[src/rtl/tmr_pkg.sv]
`timescale 1ns/1ps
package tmr_pkg;
  localparam int SEL_W        = 3;
  localparam int CTRL_RUN     = 7;
  localparam int CTRL_ONESHOT = 6;
  localparam int CTRL_FALL    = 5;

  typedef struct packed {
    logic             oneshot;
    logic             fall;
    logic [SEL_W-1:0] sel;
  } tmr_cfg_t;
endpackage

[src/rtl/tmr_regs.sv]
`timescale 1ns/1ps
module tmr_regs
  import tmr_pkg::*;
#(
  parameter int CNT_W = 16,
  parameter int AW    = 2
) (
  input  logic             clk_i,
  input  logic             rst_ni,
  input  logic             wr_en_i,
  input  logic [AW-1:0]    addr_i,
  input  logic [7:0]       wdata_i,
  input  logic [CNT_W-1:0] cnt_i,
  input  logic             stop_i,
  output logic [7:0]       rdata_o,
  output logic [CNT_W-1:0] reload_o,
  output tmr_cfg_t         cfg_o,
  output logic             run_o,
  output logic             load_o
);
  localparam int NB = CNT_W / 8;
  localparam logic [AW-1:0] CTRL_ADDR = AW'(NB);

  logic [7:0] rel_b [NB];
  logic       run_q;
  tmr_cfg_t   cfg_q;
  logic       ctrl_wr;

  assign ctrl_wr = wr_en_i && (addr_i == CTRL_ADDR);

  for (genvar g = 0; g < NB; g++) begin : g_rel
    always_ff @(posedge clk_i or negedge rst_ni) begin
      if (!rst_ni) rel_b[g] <= '0;
      else if (wr_en_i && addr_i == AW'(g)) rel_b[g] <= wdata_i;
    end
    assign reload_o[g*8 +: 8] = rel_b[g];
  end

  // preload only on a 0->1 start
  assign load_o = ctrl_wr && wdata_i[CTRL_RUN] && !run_q;

  always_ff @(posedge clk_i or negedge rst_ni) begin
    if (!rst_ni) begin
      run_q <= 1'b0;
      cfg_q <= '0;
    end else begin
      if (stop_i)       run_q <= 1'b0;
      else if (ctrl_wr) run_q <= wdata_i[CTRL_RUN];
      if (ctrl_wr) begin
        cfg_q.oneshot <= wdata_i[CTRL_ONESHOT];
        cfg_q.fall    <= wdata_i[CTRL_FALL];
        cfg_q.sel     <= wdata_i[SEL_W-1:0];
      end
    end
  end

  always_comb begin
    rdata_o = '0;
    for (int b = 0; b < NB; b++)
      if (addr_i == AW'(b)) rdata_o = cnt_i[b*8 +: 8];
    if (addr_i == CTRL_ADDR)
      rdata_o = {run_q, cfg_q.oneshot, cfg_q.fall, 2'b00, cfg_q.sel};
  end

  assign cfg_o = cfg_q;
  assign run_o = run_q;
endmodule

[src/rtl/tmr_tick_gen.sv]
`timescale 1ns/1ps
module tmr_tick_gen
  import tmr_pkg::*;
#(
  parameter int N_TAPS = 4
) (
  input  logic             clk_i,
  input  logic             rst_ni,
  input  logic             run_i,
  input  logic             load_i,
  input  logic [SEL_W-1:0] sel_i,
  input  logic             fall_i,
  input  logic             ext_i,
  output logic             tick_o
);
  localparam int PW = (N_TAPS > 1) ? N_TAPS - 1 : 1;
  localparam logic [SEL_W-1:0] EXT_CODE = SEL_W'(N_TAPS);

  logic [PW-1:0]     pre_q;
  logic [2:0]        sync_q;
  logic [N_TAPS-1:0] tap_hit;
  logic              ext_rise, ext_fall;

  always_ff @(posedge clk_i or negedge rst_ni) begin
    if (!rst_ni)     pre_q <= '0;
    else if (load_i) pre_q <= '0;
    else if (run_i)  pre_q <= pre_q + PW'(1);
  end

  // [0],[1]: synchroniser, [2]: previous synced level
  always_ff @(posedge clk_i or negedge rst_ni) begin
    if (!rst_ni) sync_q <= '0;
    else         sync_q <= {sync_q[1:0], ext_i};
  end

  assign ext_rise = sync_q[1] & ~sync_q[2];
  assign ext_fall = ~sync_q[1] & sync_q[2];

  for (genvar t = 0; t < N_TAPS; t++) begin : g_tap
    localparam logic [PW-1:0] MASK = PW'((32'd1 << t) - 32'd1);
    assign tap_hit[t] = &(pre_q | ~MASK);
  end

  always_comb begin
    tick_o = 1'b0;
    if (run_i) begin
      for (int t = 0; t < N_TAPS; t++)
        if (sel_i == SEL_W'(t)) tick_o = tap_hit[t];
      if (sel_i == EXT_CODE) tick_o = fall_i ? ext_fall : ext_rise;
    end
  end
endmodule

[src/rtl/tmr_counter.sv]
`timescale 1ns/1ps
module tmr_counter #(
  parameter int CNT_W = 16
) (
  input  logic             clk_i,
  input  logic             rst_ni,
  input  logic             load_i,
  input  logic             tick_i,
  input  logic             oneshot_i,
  input  logic [CNT_W-1:0] reload_i,
  output logic [CNT_W-1:0] cnt_o,
  output logic             uf_o,
  output logic             tog_o,
  output logic             stop_o
);
  logic [CNT_W-1:0] cnt_q;
  logic             uf_q, tog_q, hit;

  assign hit    = tick_i && (cnt_q == '0);
  assign stop_o = hit && oneshot_i;

  always_ff @(posedge clk_i or negedge rst_ni) begin
    if (!rst_ni) begin
      cnt_q <= '0;
      uf_q  <= 1'b0;
      tog_q <= 1'b0;
    end else begin
      uf_q <= hit;
      if (hit) tog_q <= ~tog_q;
      if (load_i)      cnt_q <= reload_i;
      else if (hit)    cnt_q <= oneshot_i ? '0 : reload_i;
      else if (tick_i) cnt_q <= cnt_q - CNT_W'(1);
    end
  end

  assign cnt_o = cnt_q;
  assign uf_o  = uf_q;
  assign tog_o = tog_q;
endmodule

[src/rtl/reload_down_timer.sv]
`timescale 1ns/1ps
module reload_down_timer
  import tmr_pkg::*;
#(
  parameter int CNT_W  = 16,
  parameter int N_TAPS = 4,
  localparam int AW    = $clog2(CNT_W / 8 + 1)
) (
  input  logic          clk_i,
  input  logic          rst_ni,
  input  logic          wr_en_i,
  input  logic [AW-1:0] addr_i,
  input  logic [7:0]    wdata_i,
  output logic [7:0]    rdata_o,
  input  logic          ext_i,
  input  logic          pin_en_i,
  output logic          uf_o,
  output logic          pin_o
);
  logic [CNT_W-1:0] cnt, reload;
  tmr_cfg_t         cfg;
  logic             run, load, tick, stop, tog, oneshot;

  assign oneshot = cfg.oneshot;

  tmr_regs #(.CNT_W(CNT_W), .AW(AW)) u_regs (
    .clk_i, .rst_ni, .wr_en_i, .addr_i, .wdata_i,
    .cnt_i(cnt), .stop_i(stop), .rdata_o,
    .reload_o(reload), .cfg_o(cfg), .run_o(run), .load_o(load)
  );

  tmr_tick_gen #(.N_TAPS(N_TAPS)) u_tick (
    .clk_i, .rst_ni, .run_i(run), .load_i(load),
    .sel_i(cfg.sel), .fall_i(cfg.fall), .ext_i, .tick_o(tick)
  );

  tmr_counter #(.CNT_W(CNT_W)) u_cnt (
    .clk_i, .rst_ni, .load_i(load), .tick_i(tick), .oneshot_i(oneshot),
    .reload_i(reload), .cnt_o(cnt), .uf_o, .tog_o(tog), .stop_o(stop)
  );

  assign pin_o = pin_en_i & tog;
endmodule

[config.mk]
export PLATFORM = sky130hd
export DESIGN_NAME = reload_down_timer
export DESIGN_NICKNAME = d
export VERILOG_FILES = /design/src/rtl/tmr_pkg.sv /design/src/rtl/tmr_regs.sv /design/src/rtl/tmr_tick_gen.sv /design/src/rtl/tmr_counter.sv /design/src/rtl/reload_down_timer.sv
export SDC_FILE = /design/constraint.sdc
export NUM_CORES = 1
export LEC_CHECK = 0
export ABC_AREA = 0
export CAP_MARGIN = 10
export CELL_PAD_IN_SITES_DETAIL_PLACEMENT = 1
export CELL_PAD_IN_SITES_GLOBAL_PLACEMENT = 1
export CORE_ASPECT_RATIO = 0.9
export CORE_MARGIN = 1
export CORE_UTILIZATION = 41
export CTS_CLUSTER_DIAMETER = 150
export DETAILED_ROUTE_END_ITERATION = 10
export DONT_BUFFER_PORTS = 1
export PLACE_DENSITY = 0.7
export RECOVER_POWER = 100
export SETUP_SLACK_MARGIN = 0.02
export SYNTH_ARGS = -nofsm -noshare
export SYNTH_HDL_FRONTEND = slang
export SYNTH_HIERARCHICAL = 1
export SYNTH_SLANG_ARGS = --single-unit
[constraint.sdc]
create_clock -name clk_i -period 3.3 [get_ports clk_i]
set_input_delay 0 -clock clk_i [delete_from_list [all_inputs] [get_ports clk_i]]
set_output_delay 0 -clock clk_i [all_outputs]
set_load 0.02 [all_outputs]
# --- Yosys cells after proc, flatten, opt, wreduce, memory -nomap -nowiden ---
# Index checks and enable logic that the tools add are counted.
word_totals:
  register_bits: 46
  inputBits: 15
  out_inout_bits: 10
  wordCells: 59
classes:
  addsub: 2
  n_eq_ne: 6
  n_mux: 18
  n_bitwise: 6
  reduce_logical: 16
ops:
  columns: ["cell", "n"]
  rows:
  - ["$mux 16", 4]
  - ["$mux 8", 3]
  - ["$logic_not 16->1", 1]
  - ["$sub 16x1->16 const B", 1]
  - ["$mux 1", 9]
  - ["$logic_and 1x1->1", 7]
  - ["$eq 3x2->1 const B", 2]
  - ["$mux 3", 2]
  - ["$reduce_bool 2->1", 2]
  - ["$add 3x1->3 const B", 1]
  - ["$and 1x1->1", 3]
  - ["$eq 3x1->1 const B", 1]
  - ["$eq 3x3->1 const B", 1]
  - ["$logic_not 3->1", 1]
  - ["$not 1->1", 3]
  - ["$reduce_and 3->1", 1]
  - ["$reduce_bool 3->1", 1]
  - ["$eq 2x1->1 const B", 1]
  - ["$eq 2x2->1 const B", 1]
  - ["$logic_not 2->1", 1]
  - ["$reduce_and 2->1", 1]
  - ["$logic_not 1->1", 1]

# --- Depth between registers and ports, before layout ---
# Gate-level depths: netlist of the first run.
logic_depth:
  word_depth: 10
  mapped_depth: 10
  depth_no_buf: 8

# --- Hierarchy ---
# Netlist of the first run, hierarchy kept.
modules_own_cells:
  columns: ["mod", "instances", "cells_each", "area_each_um2", "seq_area_each_um2"]
  rows:
  - ["tmr_counter", 1, 130, 1177.4, 450.4]
  - ["tmr_regs", 1, 70, 1039.7, 550.5]
  - ["tmr_tick_gen", 1, 22, 289.0, 150.1]
  - ["reload_down_timer", 1, 1, 6.3, 0.0]

# --- Worst setup path after synthesis of the first run ---
# No wires, ideal clock.
synth_timing:
  path_kind: "register to register"
  startpoint: "reg u_tick.pre_q[0]"
  endpoint: "reg u_cnt.cnt_q[8] (netlist: u_cnt/cnt_o[8])"
  setup_ps: 126
  arrival_ps: 2364
  required_time_ps: 3174
  path_slack_ps: 810
  stages_incl_launch_ff: 11
  path_buffers: 2
  period_less_slack_ps: 2490
  cell_sequence: "dfrtp_1 -> ha_1 -> ha_1 -> mux2i_1 -> a221oi_2 -> clkbuf_1 -> nor4bb_1 -> and4_1 -> clkbuf_1 -> o31ai_1 -> a221o_1"
synth_between:
  elab_chain_cells: 8
  word_cells_on_any_way: 11
  classes_between: "mux (7); reduce/logical (4)"
synth_rtl:
  columns: ["element", "line_no", "text"]
  rows:
  - ["from (decl)", "tmr_tick_gen.sv:19", "logic [PW-1:0] pre_q;"]
  - ["from (signal assigned)", "tmr_tick_gen.sv:27", "else if (run_i) pre_q <= pre_q + PW'(1);"]
  - ["$mux 1 / $reduce_and 2->1 (equally long branches)", "tmr_tick_gen.sv:48, tmr_tick_gen.sv:41", null]
  - ["$mux 1", "tmr_tick_gen.sv:48", "if (sel_i == SEL_W'(t)) tick_o = tap_hit[t];"]
  - ["$mux 1 (*)", "tmr_tick_gen.sv:48", null]
  - ["$mux 1 (*)", "tmr_tick_gen.sv:49", "if (sel_i == EXT_CODE) tick_o = fall_i ? ext_fall : ext_rise;"]
  - ["$mux 1 (*)", "tmr_tick_gen.sv:46", "if (run_i) begin"]
  - ["net tick", "reload_down_timer.sv:22", "logic run, load, tick, stop, tog, oneshot;"]
  - ["$logic_and 1x1->1", "tmr_counter.sv:19", "assign hit = tick_i && (cnt_q == '0);"]
  - ["$mux 16", "tmr_counter.sv:31", "else if (hit) cnt_q <= oneshot_i ? '0 : reload_i;"]
  - ["$mux 16", "tmr_counter.sv:30", "if (load_i) cnt_q <= reload_i;"]
  - ["to (signal assigned)", "tmr_counter.sv:30", null]
  - ["to (signal assigned)", "tmr_counter.sv:31", null]
  - ["to (signal assigned)", "tmr_counter.sv:32", "else if (tick_i) cnt_q <= cnt_q - CNT_W'(1);"]
  - ["to (decl)", "tmr_counter.sv:16", "logic [CNT_W-1:0] cnt_q;"]
# Mark *: on every way through the listed nets, which the timed path passes. The rest lies on a longest branch.
# A chain may end at the register's enable or synchronous reset.

# --- Worst setup path in the final report of the first run ---
# Same ends and word-level chain as after synthesis.

==> results.yml, run 1 <==
yosys:
  synth_seq_cells: 46
  yosys_warnings: 6
  syn_inst: 223
  syn_area_mm2: 0.00251
  synth_ff_type: "dfrtp_1"
  synth_nets: 242
  async_flop_share_pct: 100
  synth.distinct_cells: 50
  yosysSeqAreaShare_pct: 45.8
  avgSynthCellArea_um2: 11.3
  synth_edf_count: 0
sta:
  worst_slew_pin_slew_ps: 2490
  final_hold_viol_count: 0
  final-setup-viol-count: 0
  fin_crit_sh_pct: 83.6
  max_freq_mhz: 362
  finClkSkew_ps: 5.19
  slew_violations: 47
  final.setup.tns_ps: 0
  slew-limit-headroom_pct: -65.7
  rsz0062_at_grt: "no"
  min_period_ps: 2760
pwr:
  seq_power_share_pct: 50.4
  ir_drop_uv: 233
  p_per_area_mw_per_mm2: 656
  power.leakage_nw: 1.18
  pwr-share-comb_pct: 30.6
  p_sw_w: 0.000696
  p_int_w: 0.00112
  pwr-share-clk_pct: 19.0
  switching_share_pct: 38.3
drt:
  drt_iter0_drc: 122
  wl_mm: 6.75
  drc: 10
  vias_per_cell: 6.13
  wl_per_cell_um: 21.9
  detailroute.via_count: 1887
  antenna_left: 0
  dr.pass1.iters: 7
global_routing:
  grt_max_degree: 47
  antenna_found_initial: 0
  grt_pass1_wl_mm: 10.9
  overflow: 0
  grt_pass1_vias: 1976
  grt.total_usage_pct: 22.3
run:
  drv_cap: 1
status:
  violations: "design-rule violations, max-capacitance violations, max-slew violations"
  status: "complete, but fails checks"
die:
  ioPinCount: 25
  die_y_um: 76.3
  dieArea_mm2: 0.00645
  die_x_um: 84.5
  fp.coreArea_mm2: 0.00579
  fp-row-count: 26
  start_util_pct: 43.4
final_layout:
  fin_util_pct: 47.8
  final_cell_mix: "dfrtp_1 (46), mux2_2 (21), nor2_1 (16)"
  drive_above_1_share_pct: 17.2
  diodes: 0
  syn_to_final_growth_pct: 10.2
  layout.nets: 256
  final_common_cell: "dfrtp_1"
worst_setup_path:
  start_kind: "flop"
  worstSetupPathType: "flop to flop"
  arrival_ps: 3000
  end_kind: "flop"
  required_ps: 3540
  path_max_fanout: 9
cts:
  clkLatencyLatePin_ps: 300
  ctsResizeCount: 0
  cts_max_level: 2
  cts_tree: "done"
  post-cts-setup-buffers: 0
  clock_sinks: 46
  clock_path_buffers: 2
  ctsRootBufferMaster: "clkbuf_8"
  clkTransAtPathRegs_ps: 90
  cts_made_buffers: 5
placement:
  place.gp.congestion: 0.819
  io_buffers: 0
  post-dp-hpwl_mm: 4.86
hold_path:
  hold_path_class: "input port to flop"
==> timing repair <==
item / CTS / global route
setup endpoints to repair: 0 / 0
endpoints found under the hold margin: 69 / 0
hold buffers: 11 / 0
==> logic make-up (layout without fill, tap and decap cells) <==
group / count (synthesis) / in the layout / synth area share, %
AO/OA/AOI/OAI: 43 / 43 / 14.4
buffers and inverters: 18 / 33 / 3.34
XOR/XNOR: 3 / 3 / 1.05
AND/OR/NAND/NOR: 75 / 75 / 18.8
multiplexers: 34 / 34 / 14.6
adder cells (fa/ha/maj): 4 / 4 / 1.99
flip-flops: 46 / 46 / 45.8
==> path summary, 6_finish.rpt <==
kind / depth (start not counted) / slack [ps] / from / endpoint
setup reg to reg: 9 / 540 / u_tick/pre_q[0] / u_cnt/cnt_o[8]
max in group asynchronous: 2 / 840 / rst_ni / u_regs/reload_o[10]
min in group asynchronous: 2 / 1030 / rst_ni / u_cnt/cnt_o[4]
setup / recovery: 9 / 540 / u_tick/pre_q[0] / u_cnt/cnt_o[8]
hold / removal: 2 / 30 / addr_i[1] / u_regs/reload_o[0]
hold reg to reg: 0 / 370 / u_tick/sync_q[0] / u_tick/sync_q[1]
==> flip-flops by register name (all words and copies together), names as in the netlist <==
register and cells:
u_cnt/cnt_o 16, u_cnt/tog_o 1, u_cnt/uf_o 1, u_tick/pre_q 3
u_regs/reload_o 16, u_regs/cfg_o 5, u_tick/sync_q 3, u_regs/run_o 1
==> worst max-delay path, stage by stage, from the launching register on <==
cell,delay (ps)
dfrtp_1,400
ha_1,190
ha_1,140
mux2i_1,70
a221oi_1,330
clkbuf_1,370
nand4_1,240
o31ai_1,340
clkbuf_1,390
a221o_1,230
==> power by group through the flow <==
stage | Clock (W) | Sequential [W] | Combinational [W]
6_report | 0.000345 | 0.000914 | 0.000556
5_1_grt | 0.000383 | 0.000936 | 0.000615
4_1_cts | 0.000359 | 0.000912 | 0.000566
3_5_place_dp | 0 | 0.000922 | 0.000535
3_3_place_gp | 0 | 0.000921 | 0.000517
2_1_floorplan | 0 | 0.000846 | 0.000429
==> cell usage after synthesis (all sizes together), types with 2 or more instances <==
library cell,count,share of area (%)
nor3b,6,2.4
and2,2,0.50
o21ai,4,0.80
o31ai,8,2.4
nor4,9,2.2
nand2,9,1.3
mux2i,13,5.2
buf,4,1.2
or2,2,0.50
o2bb2ai,6,2.1
a2111oi,2,0.70
a22o,3,1.0
clkbuf,6,0.90
and3,2,0.50
nand4,3,0.75
inv,8,1.2
or3,4,1.0
nor3,4,0.80
ha,4,2.0
nor2,17,2.8
dfrtp,46,46
xnor2,2,0.70
a211o,2,0.70
a221o,10,4.0
or4,3,1.2
mux2,21,9.4
nor2b,4,1.0
and3b,3,1.1
nand2b,2,0.50
a22oi,2,0.60
==> layer usage <==
metal  GRT usage [%]  up-vias  wire, um
li1                -      882         -
met1            32.7      940      3300
met2            33.7       57      3030
met3            4.33        8       341
met4            5.93        0        73
met5               0        -         0
==> cell type report <==
| cell class | count | area, um^2 |
|---|---|---|
| inverters | 8 | 30.0 |
| flip-flops and latches | 46 | 1150 |
| clock inverters | 3 | 21.3 |
| repair buffers | 17 | 138 |
| fillers | 639 | 3020 |
| clock buffers | 5 | 68.8 |
| multi-input cells | 159 | 1270 |
| well taps | 70 | 87.6 |
==> through the flow <==
step | hold slack (ps) | instances | setup WS, ps | area [um^2] | total power, W
2_1_floorplan | -296 | 223 | 810 | 2510 | 0.00128
3_3_place_gp | -294 | 289 | 772 | 2590 | 0.00144
3_5_place_dp | -294 | 289 | 692 | 2590 | 0.00146
4_1_cts | 21.8 | 308 | 665 | 2810 | 0.00184
5_1_grt | 11.7 | 308 | 276 | 2770 | 0.00193
6_report | 31.4 | 308 | 541 | 2770 | 0.00181
Note: power is estimated with default switching activity, not from simulation.
==> run 2, diff against run 1 <==
--- a/config.mk
+++ b/config.mk
@@ -15,7 +15,7 @@
 export CTS_CLUSTER_DIAMETER = 150
 export DETAILED_ROUTE_END_ITERATION = 10
 export DONT_BUFFER_PORTS = 1
-export PLACE_DENSITY = 0.7
+export PLACE_DENSITY = 0.73
 export RECOVER_POWER = 100
 export SETUP_SLACK_MARGIN = 0.02
 export SYNTH_ARGS = -nofsm -noshare
==> constraint.sdc (replaced) <==
create_clock -name clk_i -period 2.45 [get_ports clk_i]
set_input_delay 0 -clock clk_i [delete_from_list [all_inputs] [get_ports clk_i]]
set_output_delay 0 -clock clk_i [all_outputs]
set_load 0.02 [all_outputs]
==> run 2 against run 1 <==
  * The run ends with design-rule violations left
  * Largest power group unchanged
  * Final cell count grew 5.2%
  * Die area is the same
  * Critical endpoint is now u_cnt/cnt_o[6]
  * Sequential cell count is the same
  * Sequential power grew 29%
==> results.yml, run 2 (synthesis gave the netlist of run 1 again) <==
global_routing:
  grt_pass1_vias: 2055
  grt_max_degree: 47
  grt_pass1_wl_mm: 11.7
  grt.total_usage_pct: 24.2
  overflow: 0
  antenna_found_initial: 0
die:
  ioPinCount: 25
  start_util_pct: 43.4
  fp.coreArea_mm2: 0.00579
  die_x_um: 84.5
  fp-row-count: 26
  dieArea_mm2: 0.00645
  die_y_um: 76.3
hold_path:
  hold_path_class: "input port to flop"
drt:
  vias_per_cell: 6.15
  drt_iter0_drc: 150
  drc: 12
  antenna_left: 0
  detailroute.via_count: 1993
  dr.pass1.iters: 9
  wl_per_cell_um: 22.5
  wl_mm: 7.28
cts:
  cts_max_level: 2
  cts_made_buffers: 5
  clock_sinks: 46
  clkTransAtPathRegs_ps: 90
  ctsRootBufferMaster: "clkbuf_8"
  clock_path_buffers: 2
  clkLatencyLatePin_ps: 300
  cts_tree: "done"
status:
  violations: "design-rule violations"
  status: "complete, but fails checks"
pwr:
  ir_drop_uv: 445
  pwr-share-clk_pct: 21.3
  switching_share_pct: 36.7
  p_int_w: 0.00169
  p_sw_w: 0.000980
  power.leakage_nw: 1.28
  seq_power_share_pct: 44.0
  total_power_w: 0.00267
  pwr-share-comb_pct: 34.7
  p_per_area_mw_per_mm2: 910
worst_setup_path:
  start_kind: "flop"
  path_max_fanout: 18
  required_ps: 2640
  arrival_ps: 2560
  worstSetupPathType: "flop to flop"
  end_kind: "flop"
  rrSetupSlack_ps: 70
sta:
  fin_ws_ps: 71.9
  final.setup.tns_ps: 0
  final_hold_viol_count: 0
  fin_crit_sh_pct: 97.1
  slew_violations: 0
  rsz0062_at_grt: "no"
  finClkSkew_ps: 3.27
  worst_slew_pin_slew_ps: 1170
  slew-limit-headroom_pct: 22.2
  max_freq_mhz: 421
  final-setup-viol-count: 0
  min_period_ps: 2380
placement:
  io_buffers: 0
  place.gp.congestion: 0.862
  post-place-ws_ps: 96.3
  post-dp-hpwl_mm: 5.10
final_layout:
  diodes: 0
  fillers: 639
  final_cell_mix: "dfrtp_1 (46), mux2_2 (21), buf_4 (18)"
  layout.nets: 272
  drive_above_1_share_pct: 24.0
  final_common_cell: "dfrtp_1"
  syn_to_final_growth_pct: 16.8
run:
  drv_cap: 0
## run 2: per-stage QoR
stage                     hold slack, ps  cell area, um^2  util [%]  instances
final                               25.6             2940      50.7        324
after detailed placement            -294             2720      46.9        304
after floorplan                     -296             2510         -        223
after CTS                           15.4             2950      51.0        323
after global placement              -294             2720      46.9        304
after global routing                11.7             2940      50.7        324
## run 2: final cells by class
| type | count | area (um^2) | share of cell area (%) |
|---|---|---|---|
| Clock inverter | 2 | 37.5 | 1.28 |
| Sequential cell | 46 | 1150 | 39.2 |
| Multi-Input combinational cell | 159 | 1280 | 43.7 |
| Tap cell | 70 | 87.6 | 2.98 |
| Clock buffer | 6 | 72.6 | 2.47 |
| Inverter | 8 | 30.0 | 1.02 |
| Timing Repair Buffer | 33 | 273 | 9.29 |
## run 2: critical path, cell delays in order, from the launching register on
cell and delay [ps]:
dfrtp_1 390, ha_1 180, ha_1 150, mux2i_1 90
a221oi_2 290, nor4bb_1 260, and4_2 310, buf_12 160
o21ai_0 110, a221o_1 310
## run 2: per-layer routing
metal	share of wire [%]	vias to the layer above	global-route usage, %
met5	0	-	0
met4	1.1	0	6.95
met3	4.5	6	4.33
met2	46	61	35.8
met1	49	1014	36.1
li1	-	912	-
## run 2: worst paths after layout
path | cells after the start | end | start
max in group asynchronous | 2 | u_cnt/cnt_o[8] | rst_ni
hold reg to reg | 0 | u_tick/sync_q[1] | u_tick/sync_q[0]
min in group asynchronous | 2 | u_cnt/cnt_o[13] | rst_ni
hold / removal | 2 | u_regs/reload_o[2] | addr_i[1]
setup / recovery | 9 | u_cnt/cnt_o[6] | u_tick/pre_q[0]
setup reg to reg | 9 | u_cnt/cnt_o[6] | u_tick/pre_q[0]
## run 2: power by group through the flow
stage | sequential [W] | clock [W] | combinational (W)
finish | 0.00118 | 0.000569 | 0.000926
CTS | 0.00118 | 0.000582 | 0.000915
global route | 0.00121 | 0.000615 | 0.00101
global placement | 0.00118 | 0 | 0.000846
detailed placement | 0.00119 | 0 | 0.000866
floorplan | 0.00114 | 0 | 0.000579
## run 2: what timing repair did
item                                    in CTS  in global routing
endpoints found under the setup margin       0                 14
hold endpoints to repair                    69                  0
setup buffers                                0                  1
gates resized for setup                      0                  2
hold buffers                                11                  0
